## src/rtl/irq_entry_pkg.sv

```systemverilog
package irq_entry_pkg;

    localparam int unsigned WORD_W  = 32;
    localparam int unsigned SEL_W   = 16;
    localparam int unsigned VEC_W   = 8;
    localparam int unsigned PL_W    = 2;
    localparam int unsigned IDX_W   = 2;
    localparam int unsigned IF_BIT  = 9;

    typedef enum logic [1:0] {
        SRC_EXC = 2'd0,
        SRC_EXT = 2'd1,
        SRC_SW  = 2'd2,
        SRC_ALT = 2'd3
    } src_e;

    typedef enum logic [1:0] {
        ST_IDLE = 2'd0,
        ST_PUSH = 2'd1,
        ST_DONE = 2'd2
    } st_e;

    typedef enum logic [1:0] {
        VD_RUN    = 2'd0,
        VD_DROP   = 2'd1,
        VD_SWITCH = 2'd2,
        VD_BADVEC = 2'd3
    } verdict_e;

    typedef struct packed {
        logic [WORD_W-1:0] flags;
        logic [SEL_W-1:0]  cs;
        logic [WORD_W-1:0] eip;
        logic [WORD_W-1:0] code;
        logic [WORD_W-1:0] sp;
        logic [SEL_W-1:0]  gsel;
        logic [WORD_W-1:0] goff;
        logic              has_code;
        logic              trap;
    } ctx_t;

    function automatic logic vec_has_code(input logic [VEC_W-1:0] v);
        return (v == VEC_W'(8)) ||
               ((v >= VEC_W'(10)) && (v <= VEC_W'(14))) ||
               (v == VEC_W'(17));
    endfunction

    function automatic logic vec_is_reserved(input logic [VEC_W-1:0] v);
        return (v == VEC_W'(15)) ||
               ((v >= VEC_W'(20)) && (v <= VEC_W'(31)));
    endfunction

endpackage

```

## src/rtl/irq_entry_decode.sv

```systemverilog
module irq_entry_decode
    import irq_entry_pkg::*;
(
    input  src_e             kind,
    input  logic [VEC_W-1:0] vec,
    input  logic             if_en,
    input  logic [PL_W-1:0]  cpl,
    input  logic [PL_W-1:0]  dpl,
    output verdict_e         verdict,
    output logic             has_code
);

    always_comb begin
        has_code = vec_has_code(vec);
        if (vec_is_reserved(vec)) begin
            verdict = VD_BADVEC;
        end else if ((kind == SRC_EXT) && !if_en) begin
            verdict = VD_DROP;
        end else if (dpl < cpl) begin
            verdict = VD_SWITCH;
        end else begin
            verdict = VD_RUN;
        end
    end

endmodule

```

## src/rtl/irq_entry_frame.sv

```systemverilog
module irq_entry_frame
    import irq_entry_pkg::*;
#(
    parameter int unsigned BYTES = WORD_W / 8
) (
    input  ctx_t              ctx,
    input  logic [IDX_W-1:0]  idx,
    output logic [WORD_W-1:0] addr,
    output logic [WORD_W-1:0] data
);

    logic [WORD_W-1:0] step;

    always_comb begin
        step = WORD_W'((int'(idx) + 1) * int'(BYTES));
        addr = ctx.sp - step;
        unique case (idx)
            IDX_W'(0): data = ctx.flags;
            IDX_W'(1): data = WORD_W'(ctx.cs);
            IDX_W'(2): data = ctx.eip;
            default:   data = ctx.code;
        endcase
    end

endmodule

```

## src/rtl/irq_entry_seq.sv

```systemverilog
module irq_entry_seq
    import irq_entry_pkg::*;
#(
    parameter int unsigned IF_POS = IF_BIT
) (
    input  logic              clk,
    input  logic              rst,
    input  logic              start,
    input  logic [1:0]        req_kind,
    input  logic [VEC_W-1:0]  req_vec,
    input  logic [WORD_W-1:0] req_code,
    input  logic [SEL_W-1:0]  gate_sel,
    input  logic [WORD_W-1:0] gate_off,
    input  logic              gate_trap,
    input  logic [PL_W-1:0]   gate_dpl,
    input  logic [PL_W-1:0]   cur_cpl,
    input  logic [WORD_W-1:0] cur_flags,
    input  logic [SEL_W-1:0]  cur_cs,
    input  logic [WORD_W-1:0] cur_eip,
    input  logic [WORD_W-1:0] cur_sp,
    output logic              busy,
    output logic              done,
    output logic              switch_req,
    output logic              vec_err,
    output logic              stk_we,
    output logic [WORD_W-1:0] stk_addr,
    output logic [WORD_W-1:0] stk_wdata,
    output logic [SEL_W-1:0]  new_cs,
    output logic [WORD_W-1:0] new_eip,
    output logic [WORD_W-1:0] new_flags,
    output logic [WORD_W-1:0] new_sp
);

    localparam int unsigned BYTES = WORD_W / 8;
    localparam logic [IDX_W-1:0] LAST_SHORT = IDX_W'(2);
    localparam logic [IDX_W-1:0] LAST_LONG  = IDX_W'(3);

    st_e               st;
    ctx_t              ctx;
    logic [IDX_W-1:0]  idx;
    logic              sw_q;
    logic              bad_q;
    verdict_e          verdict;
    logic              dec_code;
    logic [WORD_W-1:0] f_addr;
    logic [WORD_W-1:0] f_data;
    logic [IDX_W-1:0]  last_idx;

    irq_entry_decode u_dec (
        .kind     (src_e'(req_kind)),
        .vec      (req_vec),
        .if_en    (cur_flags[IF_POS]),
        .cpl      (cur_cpl),
        .dpl      (gate_dpl),
        .verdict  (verdict),
        .has_code (dec_code)
    );

    irq_entry_frame #(.BYTES(BYTES)) u_frm (
        .ctx  (ctx),
        .idx  (idx),
        .addr (f_addr),
        .data (f_data)
    );

    assign last_idx   = ctx.has_code ? LAST_LONG : LAST_SHORT;
    assign busy       = (st != ST_IDLE);
    assign done       = (st == ST_DONE);
    assign stk_we     = (st == ST_PUSH);
    assign stk_addr   = f_addr;
    assign stk_wdata  = f_data;
    assign switch_req = sw_q;
    assign vec_err    = bad_q;

    always_ff @(posedge clk) begin
        if (rst) begin
            st        <= ST_IDLE;
            ctx       <= '0;
            idx       <= '0;
            sw_q      <= 1'b0;
            bad_q     <= 1'b0;
            new_cs    <= '0;
            new_eip   <= '0;
            new_flags <= '0;
            new_sp    <= '0;
        end else begin
            sw_q  <= 1'b0;
            bad_q <= 1'b0;
            unique case (st)
                ST_IDLE: begin
                    if (start) begin
                        unique case (verdict)
                            VD_RUN: begin
                                ctx.flags    <= cur_flags;
                                ctx.cs       <= cur_cs;
                                ctx.eip      <= cur_eip;
                                ctx.code     <= req_code;
                                ctx.sp       <= cur_sp;
                                ctx.gsel     <= gate_sel;
                                ctx.goff     <= gate_off;
                                ctx.has_code <= dec_code;
                                ctx.trap     <= gate_trap;
                                idx          <= '0;
                                st           <= ST_PUSH;
                            end
                            VD_SWITCH: sw_q  <= 1'b1;
                            VD_BADVEC: bad_q <= 1'b1;
                            default: ;
                        endcase
                    end
                end
                ST_PUSH: begin
                    if (idx == last_idx) begin
                        st        <= ST_DONE;
                        new_cs    <= ctx.gsel;
                        new_eip   <= ctx.goff;
                        new_sp    <= f_addr;
                        new_flags <= ctx.trap ? ctx.flags
                                              : (ctx.flags & ~(WORD_W'(1) << IF_POS));
                    end else begin
                        idx <= idx + IDX_W'(1);
                    end
                end
                default: st <= ST_IDLE;
            endcase
        end
    end

    // nothing is active in the cycle right after reset
    p_quiet_after_reset_r1: assert property (@(posedge clk)
        $fell(rst) |-> (!busy && !stk_we && !done && !switch_req && !vec_err));

    // writes occur only inside an entry, stepping down one word at a time
    p_we_in_entry_r2: assert property (@(posedge clk) disable iff (rst)
        stk_we |-> busy);
    p_addr_step_r2: assert property (@(posedge clk) disable iff (rst)
        (stk_we && $past(stk_we)) |-> (stk_addr == $past(stk_addr) - WORD_W'(BYTES)));

    // done is a single pulse right after a write, reporting its address
    p_done_pulse_r4: assert property (@(posedge clk) disable iff (rst)
        done |=> !done);
    p_done_after_write_r4: assert property (@(posedge clk) disable iff (rst)
        done |-> ($past(stk_we) && !stk_we));
    p_done_sp_r4: assert property (@(posedge clk) disable iff (rst)
        done |-> (new_sp == $past(stk_addr)));

    // interrupt-gate entry ends with the enable bit clear
    p_if_cleared_r5: assert property (@(posedge clk) disable iff (rst)
        (done && !ctx.trap) |-> !new_flags[IF_POS]);

    // a stack-switch report comes with no activity
    p_switch_quiet_r7: assert property (@(posedge clk) disable iff (rst)
        switch_req |-> (!busy && !stk_we && !vec_err));

    // a reserved-vector report comes with no activity
    p_badvec_quiet_r8: assert property (@(posedge clk) disable iff (rst)
        vec_err |-> (!busy && !stk_we));

    // busy stays up until done has been shown
    p_busy_hold_r10: assert property (@(posedge clk) disable iff (rst)
        (busy && !done) |=> busy);

endmodule

```

## config.mk

```make
export PLATFORM = sky130hd
export DESIGN_NAME = irq_entry_seq
export DESIGN_NICKNAME = d
export VERILOG_FILES = /design/src/rtl/irq_entry_pkg.sv /design/src/rtl/irq_entry_decode.sv /design/src/rtl/irq_entry_frame.sv /design/src/rtl/irq_entry_seq.sv
export SDC_FILE = /design/constraint.sdc
export NUM_CORES = 1
export LEC_CHECK = 0
export ABC_AREA = 1
export BUFFER_PORTS_ARGS = -buffer_cell sky130_fd_sc_hd__buf_2
export CORE_ASPECT_RATIO = 1.25
export CORE_MARGIN = 5
export CORE_UTILIZATION = 45
export CTS_BUF_LIST = sky130_fd_sc_hd__clkbuf_8 sky130_fd_sc_hd__clkbuf_16
export CTS_CLUSTER_SIZE = 28
export DETAILED_ROUTE_END_ITERATION = 10
export HOLD_SLACK_MARGIN = 0.12
export PLACE_DENSITY = 0.69
export SYNTH_ARGS = -nofsm -noshare
export SYNTH_HDL_FRONTEND = slang
export SYNTH_SLANG_ARGS = --single-unit
```

## constraint.sdc

```tcl
create_clock -name clk -period 3.78 [get_ports clk]
set_clock_uncertainty 0.15 [all_clocks]
set_input_delay 1.134 -clock clk [delete_from_list [all_inputs] [get_ports clk]]
set_output_delay 1.134 -clock clk [all_outputs]
set_load 0.02 [all_outputs]
```

Word level (Yosys, flattened, before mapping). Index checks and enable logic that the tools add are counted.

Add/sub/neg operators: 3. $lt $le $gt $ge: 5. Eq/ne operators: 15. Muxes and demuxes: 16. Bitwise logic cells: 2. Reduce and logical (&&, ||, !) cells: 17.

Operators by type and width (count): 32-bit one-hot mux with 3 select lines (1); 32-bit subtractor (1); 2-bit two-way mux (9); 8-bit by 4-bit == test with 1-bit output, second input constant (2); 10-bit two-way mux (1); 2-bit == test, second input constant (4); 8-bit by 5-bit == test with 1-bit output, second input constant (1); 8-bit by 4-bit greater-or-equal comparator with 1-bit output, second input constant (1); 8-bit by 5-bit greater-or-equal comparator with 1-bit output, second input constant (1); 8-bit by 4-bit <= comparator with 1-bit output, second input constant (1); 8-bit by 5-bit <= comparator with 1-bit output, second input constant (1); 2-bit one-hot mux with 2 select lines (2); 2-bit by 1-bit == test with 1-bit output, second input constant (3); 2-bit zero test (3); 3-bit AND reduction (2); 2-bit by 1-bit inequality test with 1-bit output, second input constant (2); 2-bit inequality test, second input constant (2); 4-bit AND reduction (1); 2-bit nonzero test (2); 2-bit by 1-bit adder with 3-bit output, second input constant (1); 1-bit logical AND (3); 1-bit logical OR (3); 1-bit two-way mux (3); 3-bit OR reduction (1); 6 further kinds (7).

Bits in registers: 312. Output and inout bits: 181.

Longest topological paths before layout. Gate-level depths: netlist of run 1.

Word-level depth: 8. Depth in mapped cells: 15.

By module. A second synthesis of run 1 with hierarchy kept.

Cell total of the unflattened synthesis: 1775. Area, all modules: 12988.7 sq um.

Modules (own cells, without submodules): irq_entry_seq (times used 1, cells an instance 1364, area an instance 10954.3 sq um, sequential area each 6246.0 sq um); irq_entry_frame (times used 1, cells an instance 376, area an instance 1874.3 sq um, sequential area each 0.0 sq um); irq_entry_decode (times used 1, cells an instance 35, area an instance 160.2 sq um, sequential area each 0.0 sq um).

Least setup slack after synthesis of run 1. Ideal clock, no wire load.

Path kind: reg-to-output. Start point: register idx[0]. End point: output port stk_addr[9]. Arrival: 2386 ps. Required time: 2496 ps. Path slack: 110 ps. Stages on the path, launching flop included: 9. Buffers on the path: 2. Path through: dfxtp_1 ha_1 clkbuf_1 inv_1 buf_1 ha_1 or2_2 a21oi_4 xor2_1.

Word-level cells in the longest chain between the ends: 2.

Ends and longest elaborated chain: start: declaration (line irq_entry_seq.sv:40) `logic [IDX_W-1:0] idx;`; start signal: assignment (line irq_entry_seq.sv:121) `idx <= idx + IDX_W'(1);`; 2-bit by 1-bit adder with 3-bit output (line irq_entry_frame.sv:15) `step = WORD_W'((int'(idx) + 1) * int'(BYTES));`; 32-bit subtractor (line irq_entry_frame.sv:16) `addr = ctx.sp - step;`; end: declaration (line irq_entry_seq.sv:26) `output logic [WORD_W-1:0] stk_addr,`.

Every way passes these cells.

Final worst setup path of run 1.
Start point: register idx[1]. End point: output port stk_addr[30].

The elaborated chain is that of the path after synthesis.

==> results of run 1 <==
## report_power, final
part           switching, mW  internal (mW)
combinational          0.991          0.576
sequential             0.132           3.50
clock                   1.34           2.10
## state kept, by name, summed over array words and instances, names as in the netlist, 2 cells and up
name       flops
ctx          194
new_eip       32
new_flags     32
new_sp        32
new_cs        16
idx            2
st             2
## critical path, stage by stage, from the launching register on
cell     delay [ps]
dfxtp_2         350
inv_2            60
ha_4            260
inv_2            40
fa_2            380
nand2_4         100
nand3_4         110
nor2_4          130
buf_6           160
nand4_1         130
nand2_2         110
buf_6           110
## stage by stage
stage	hold slack, ps	setup WS, ps	total power [mW]	area (sq um)	util
detailed placement	307	126	5.11	14800	0.532
floorplan	285	110	4.61	12700	-
finish	314	50.4	8.64	16300	0.587
global placement	301	222	5.09	14800	0.532
global route	330	-50.8	9.02	16300	0.587
CTS	316	-6.07	8.61	16100	0.579
## path summary, 6_finish.rpt
path | startpoint | to | cells after the start
setup reg to reg | idx[1] | new_sp[22] | 13
hold reg to reg | ctx[52] | ctx[52] | 2
setup / recovery | idx[1] | stk_addr[30] | 11
hold / removal | ctx[52] | ctx[52] | 2
## layer usage
metal  vias to the layer above  part of all wire
met5                         -            0.0024
met2                       467              0.48
li1                       6355                 -
met3                       107             0.078
met4                        16             0.039
met1                      5900              0.40
## cells in the final DEF, fill, tap and decap left out, drive strengths merged, types with 2 or more instances in the layout
| master | synthesis | final |
|---|---|---|
| clkinvlp | 0 | 2 |
| buf | 51 | 428 |
| a31oi | 16 | 16 |
| ha | 8 | 8 |
| clkinv | 0 | 9 |
| a21oi | 87 | 87 |
| clkbuf | 65 | 39 |
| nand2 | 163 | 163 |
| inv | 89 | 92 |
| xor2 | 10 | 10 |
| nor2 | 599 | 599 |
| o21ai | 298 | 298 |
| dfxtp | 312 | 312 |
| o21a | 24 | 24 |
| nand4 | 7 | 7 |
| nand3 | 33 | 33 |
| bufinv | 0 | 5 |
## what timing repair did
| item | CTS | global route |
|---|---|---|
| setup endpoints to repair | 25 | 25 |
| setup buffers | 3 | 9 |
| gates resized for setup | 29 | 36 |
| pin swaps | 7 | 15 |
## kinds of logic (layout without fill, tap and decap cells)
logic type      count (synthesis)  after routing  share of synthesized area
xor+xnor                       11             11                    0.00756
fa+ha+maj                       9              9                    0.00943
buf+inv                       205            575                     0.0742
simple gates                  805            805                      0.244
compound gates                425            425                      0.174
flops                         312            312                      0.490
## cell type report
cell class | count | area (sq um)
clock buffers | 39 | 931
clock inverters | 19 | 229
fillers | 2658 | 11500
inverters | 89 | 348
multi-input cells | 1250 | 5740
flip-flops and latches | 312 | 6250
well taps | 350 | 438
repair buffers | 428 | 2380
==> results.json, run 1 <==
{
  "outcome": "completed",
  "antenna_found_initial": 10,
  "worst_slew_margin_rel": 0.496,
  "hold_class": "reg -> reg",
  "drtPass1Iterations": 5,
  "synth.distinct_cells": 30,
  "viasPerCell": 5.16,
  "drive_above_1_share": 0.249,
  "timing.final.hold_violations": 0,
  "cts_hold_buf": 0,
  "synth_top_area_frac": 0.490,
  "numCtsBuffers": 34,
  "vias": 12800,
  "nets": 2334,
  "synthTopCellsByArea": "dfxtp_1 (49%), nor2_1 (18%), o21ai_0 (11%), nand2_1 (4.7%), a21oi_1 (3.4%)",
  "grt_start_max_net_pins": 93,
  "grt_pass1_wl_microns": 64000,
  "period_needed_ps": 3730,
  "die_area_sq_um": 31800,
  "irDropWorstVdd_uv": 434,
  "dp.cells": 2417,
  "clock_latency_ps": 500,
  "die_w_microns": 160,
  "critical_path_required_ps": 2500,
  "ys_ff_latch": 312,
  "drt-total-wl_microns": 41400,
  "globalplace.congestion": 0.949,
  "max_freq_mhz": 268,
  "endpoint_kind": "output pin",
  "drtIter0Drc": 918,
  "ys_async_sr_fraction": 0,
  "drv_slew": 0,
  "start_util": 0.458,
  "p_leak_nw": 8.08,
  "clkTransAtPathRegs_ps": 60,
  "synth-edff-count": 0,
  "overflow": 0,
  "post-synth-top-count-cell": "nor2_1",
  "cp_max_fo": 5,
  "syn_area_sq_um": 12700,
  "setup_violations": 0,
  "drv_cap": 0,
  "synthFlopType": "dfxtp_1",
  "grt_use_met2": 0.424,
  "grt_pass1_vias": 12300,
  "powerDensity_nw_per_um2": 529,
  "cts_buffer_depth": 3,
  "syn_to_final_growth_pct": 28.1,
  "use_met3": 0.0645,
  "arrival_ps": 2450,
  "synth_nets": 1986,
  "synthTopCellsByCount": "nor2_1 (595), dfxtp_1 (312), o21ai_0 (270)",
  "worstSetupPathType": "reg -> out",
  "drc": 0,
  "syn_avg_cell_area_sq_um": 7.21,
  "worstMarginPinSlew_ps": 755,
  "grt_busiest_layer": "met2",
  "diodes": 0,
  "port_buffers": 390,
  "syn_inst": 1767,
  "yosys.area.top_type": "dfxtp_1",
  "h-tree-depth": 2,
  "die_h_microns": 198,
  "dp_hpwl_microns": 28700,
  "min_period_over_period": 0.987,
  "cts_sinks": 312,
  "r2r_setup_slack_ps": 1400,
  "num_rows": 68,
  "fin_cells": 2487,
  "start_kind": "flop",
  "core_sq_um": 27800,
  "yosys_warnings": 0,
  "cts_tree": "built",
  "io_pins": 391,
  "final.setup.tns_ps": 0,
  "use_met1": 0.293,
  "grt_setup_unrepaired": "yes",
  "cts-root-buf": "clkbuf_16",
  "wl_per_cell_microns": 16.7,
  "grt_use_total": 0.245,
  "synth-seq-area-share": 0.490,
  "ant_nets": 0
}
No activity file was read; power rests on OpenSTA's default activity.
==> run 2, diff against run 1 <==
CELL_PAD_IN_SITES_DETAIL_PLACEMENT = 0   (was default)
CELL_PAD_IN_SITES_GLOBAL_PLACEMENT = 1   (was default)
CORE_UTILIZATION = 36   (was 45)
PLACE_DENSITY = 0.78   (was 0.69)
==> run 2 against run 1 <==
Die area up 24%; sequential power about the same; wire length up 8.0%; global-route usage down 2.9 points; critical path depth down 1; via count down 0.43%; critical path type unchanged; fmax down 1.0%; first-iteration DRC count down 13%; sequential share of layout area down 1.1 points; critical endpoint is now stk_addr[14].
==> results.json, run 2 (synthesized netlist as in run 1, its figures left out) <==
{
  "final_common_cell": "nor2_1",
  "final_util": 0.478,
  "grt_pass1_wl_microns": 68000,
  "port_buffers": 390,
  "layout_common_cells": "nor2_1 (587), buf_2 (378), dfxtp_1 (310)",
  "hold_class": "reg -> reg",
  "timing.rr.end": "new_sp[19]",
  "hold_path_end": "new_flags[9]",
  "grt_start_max_net_pins": 143,
  "holdPathStages": 2,
  "max_freq_mhz": 265,
  "cts_hold_buf": 0,
  "h-tree-depth": 2,
  "worstSetupPathType": "reg -> out",
  "final.setup.tns_ps": 0,
  "drt-total-wl_microns": 44700,
  "numCtsBuffers": 35,
  "max_stage_delay_ps": 360,
  "antenna_found_initial": 11,
  "r2r_cells": 29,
  "globalplace.congestion": 0.853,
  "cts_tree": "built",
  "drv_slew": 0,
  "crit_top_cell": "inv_4",
  "irDropWorstVdd_uv": 355,
  "cp_max_fo": 4,
  "p_leak_nw": 8.25,
  "num_rows": 77,
  "clock_latency_ps": 530,
  "r2r_setup_slack_ps": 20,
  "outcome": "completed",
  "drtPass1Iterations": 5,
  "cts_sinks": 312,
  "die_h_microns": 220,
  "core_sq_um": 35200,
  "powerDensity_nw_per_um2": 522,
  "regArea_sq_um": 6250,
  "worstMarginPinSlew_ps": 816,
  "dp_hpwl_microns": 30400,
  "wl_per_cell_microns": 16.9,
  "critical_path_required_ps": 2500,
  "path_cells": "inv_4, ha_4, inv_4, fa_2, nand2_4, nand3_4, nor2_4, buf_4, xor2_4, buf_6",
  "slowest_stage": "dfxtp_2",
  "syn_to_final_growth_pct": 32.0,
  "endpoint_kind": "output pin",
  "start_kind": "flop",
  "grt_pass1_vias": 12500,
  "clkTransAtPathRegs_ps": 60,
  "vias": 12800,
  "die_area_sq_um": 39300,
  "top_register": "ctx",
  "nets": 2366,
  "grt_use_total": 0.216,
  "viasPerCell": 4.82,
  "arrival_ps": 2480,
  "worst_slew_margin_rel": 0.456,
  "min_period_over_period": 0.997,
  "start_util": 0.362,
  "dp_slack_ps": 169,
  "period_needed_ps": 3770,
  "overflow": 0,
  "grt_setup_unrepaired": "yes",
  "drtIter0Drc": 798,
  "drive_above_1_share": 0.263,
  "io_pins": 391,
  "rr_startpoint": "idx[0]",
  "ant_nets": 0,
  "cts-root-buf": "clkbuf_16",
  "timing.final.hold_violations": 0,
  "drv_cap": 0,
  "hold_path.startpoint": "new_flags[9]",
  "cts_buffer_depth": 3,
  "fin_ws_ps": 11.3,
  "drc": 0,
  "multi_input_area_sq_um": 5790,
  "die_w_microns": 178,
  "setup_violations": 0,
  "fill_cells": 3587,
  "largest_register_ff_count": 194
}
==> run 2: changes by cell type in the layout (fill, tap and decap cells not counted), sizes merged <==
| cell | previous run | this run |
|---|---|---|
| buf | 428 | 459 |
| diode | 0 | 6 |
| inv | 92 | 98 |
| clkbuf | 39 | 43 |
| clkinv | 9 | 5 |
| bufinv | 5 | 3 |
| clkinvlp | 2 | 1 |
==> run 2: layout make-up <==
cell class / count / share of cell area
inverters: 89 / 0.0212
diodes: 6 / 0.000893
flip-flops and latches: 312 / 0.372
repair buffers: 459 / 0.157
well taps: 474 / 0.0353
multi-input cells: 1250 / 0.344
clock buffers: 43 / 0.0593
clock inverters: 18 / 0.0106
==> run 2: per-stage QoR <==
stage,instance area [sq um],power [mW],hold slack [ps],cells
5_1_grt,16800,9.20,346,2648
3_3_place_gp,15000,5.15,299,2541
6_report,16800,8.78,320,2651
4_1_cts,16600,8.78,319,2638
2_1_floorplan,12700,4.61,285,1767
3_5_place_dp,15000,5.17,310,2541
==> run 2: what timing repair did <==
item / CTS / global route
setup endpoints to repair: 27 / 24
setup buffers: 36 / 7
gates resized for setup: 41 / 41
endpoints found under the hold margin: 0 / 0
pin swaps: 9 / 18
==> run 2: worst max-delay path: cells and delay by family (launching register included) <==
kind | cells | cell delay (ps)
xor gates and xnor gates | 1 | 190
and+or+nand+nor | 3 | 370
DFF | 1 | 360
buffers and inverters | 4 | 380
adders and majority gates | 2 | 640
==> run 2: how the worst max path moves through the flow <==
stage	depth (start not counted)	startpoint	slack, ps	to
after floorplan	8	idx[0]	110	stk_addr[9]
after global placement	9	idx[1]	200	stk_addr[14]
after detailed placement	9	idx[1]	170	stk_addr[14]
after CTS	10	idx[0]	-30	stk_addr[31]
after global routing	29	idx[0]	-100	new_sp[19]
final	10	idx[0]	10	stk_addr[14]
==> run 2: routing by layer <==
| layer | up-vias | wire [microns] | GRT usage |
|---|---|---|---|
| li1 | 6426 | - | - |
| met1 | 5876 | 18100 | 0.257 |
| met2 | 397 | 22100 | 0.376 |
| met3 | 79 | 3270 | 0.0590 |
| met4 | 12 | 1290 | 0.0750 |
| met5 | - | 77 | 0 |
==> run 2: power breakdown <==
part / internal [mW] / switching (mW) / total (mW)
combinational: 0.648 / 1.05 / 1.70
sequential: 3.50 / 0.133 / 3.63
clock: 2.08 / 1.38 / 3.46
total: 6.22 / 2.56 / 8.78
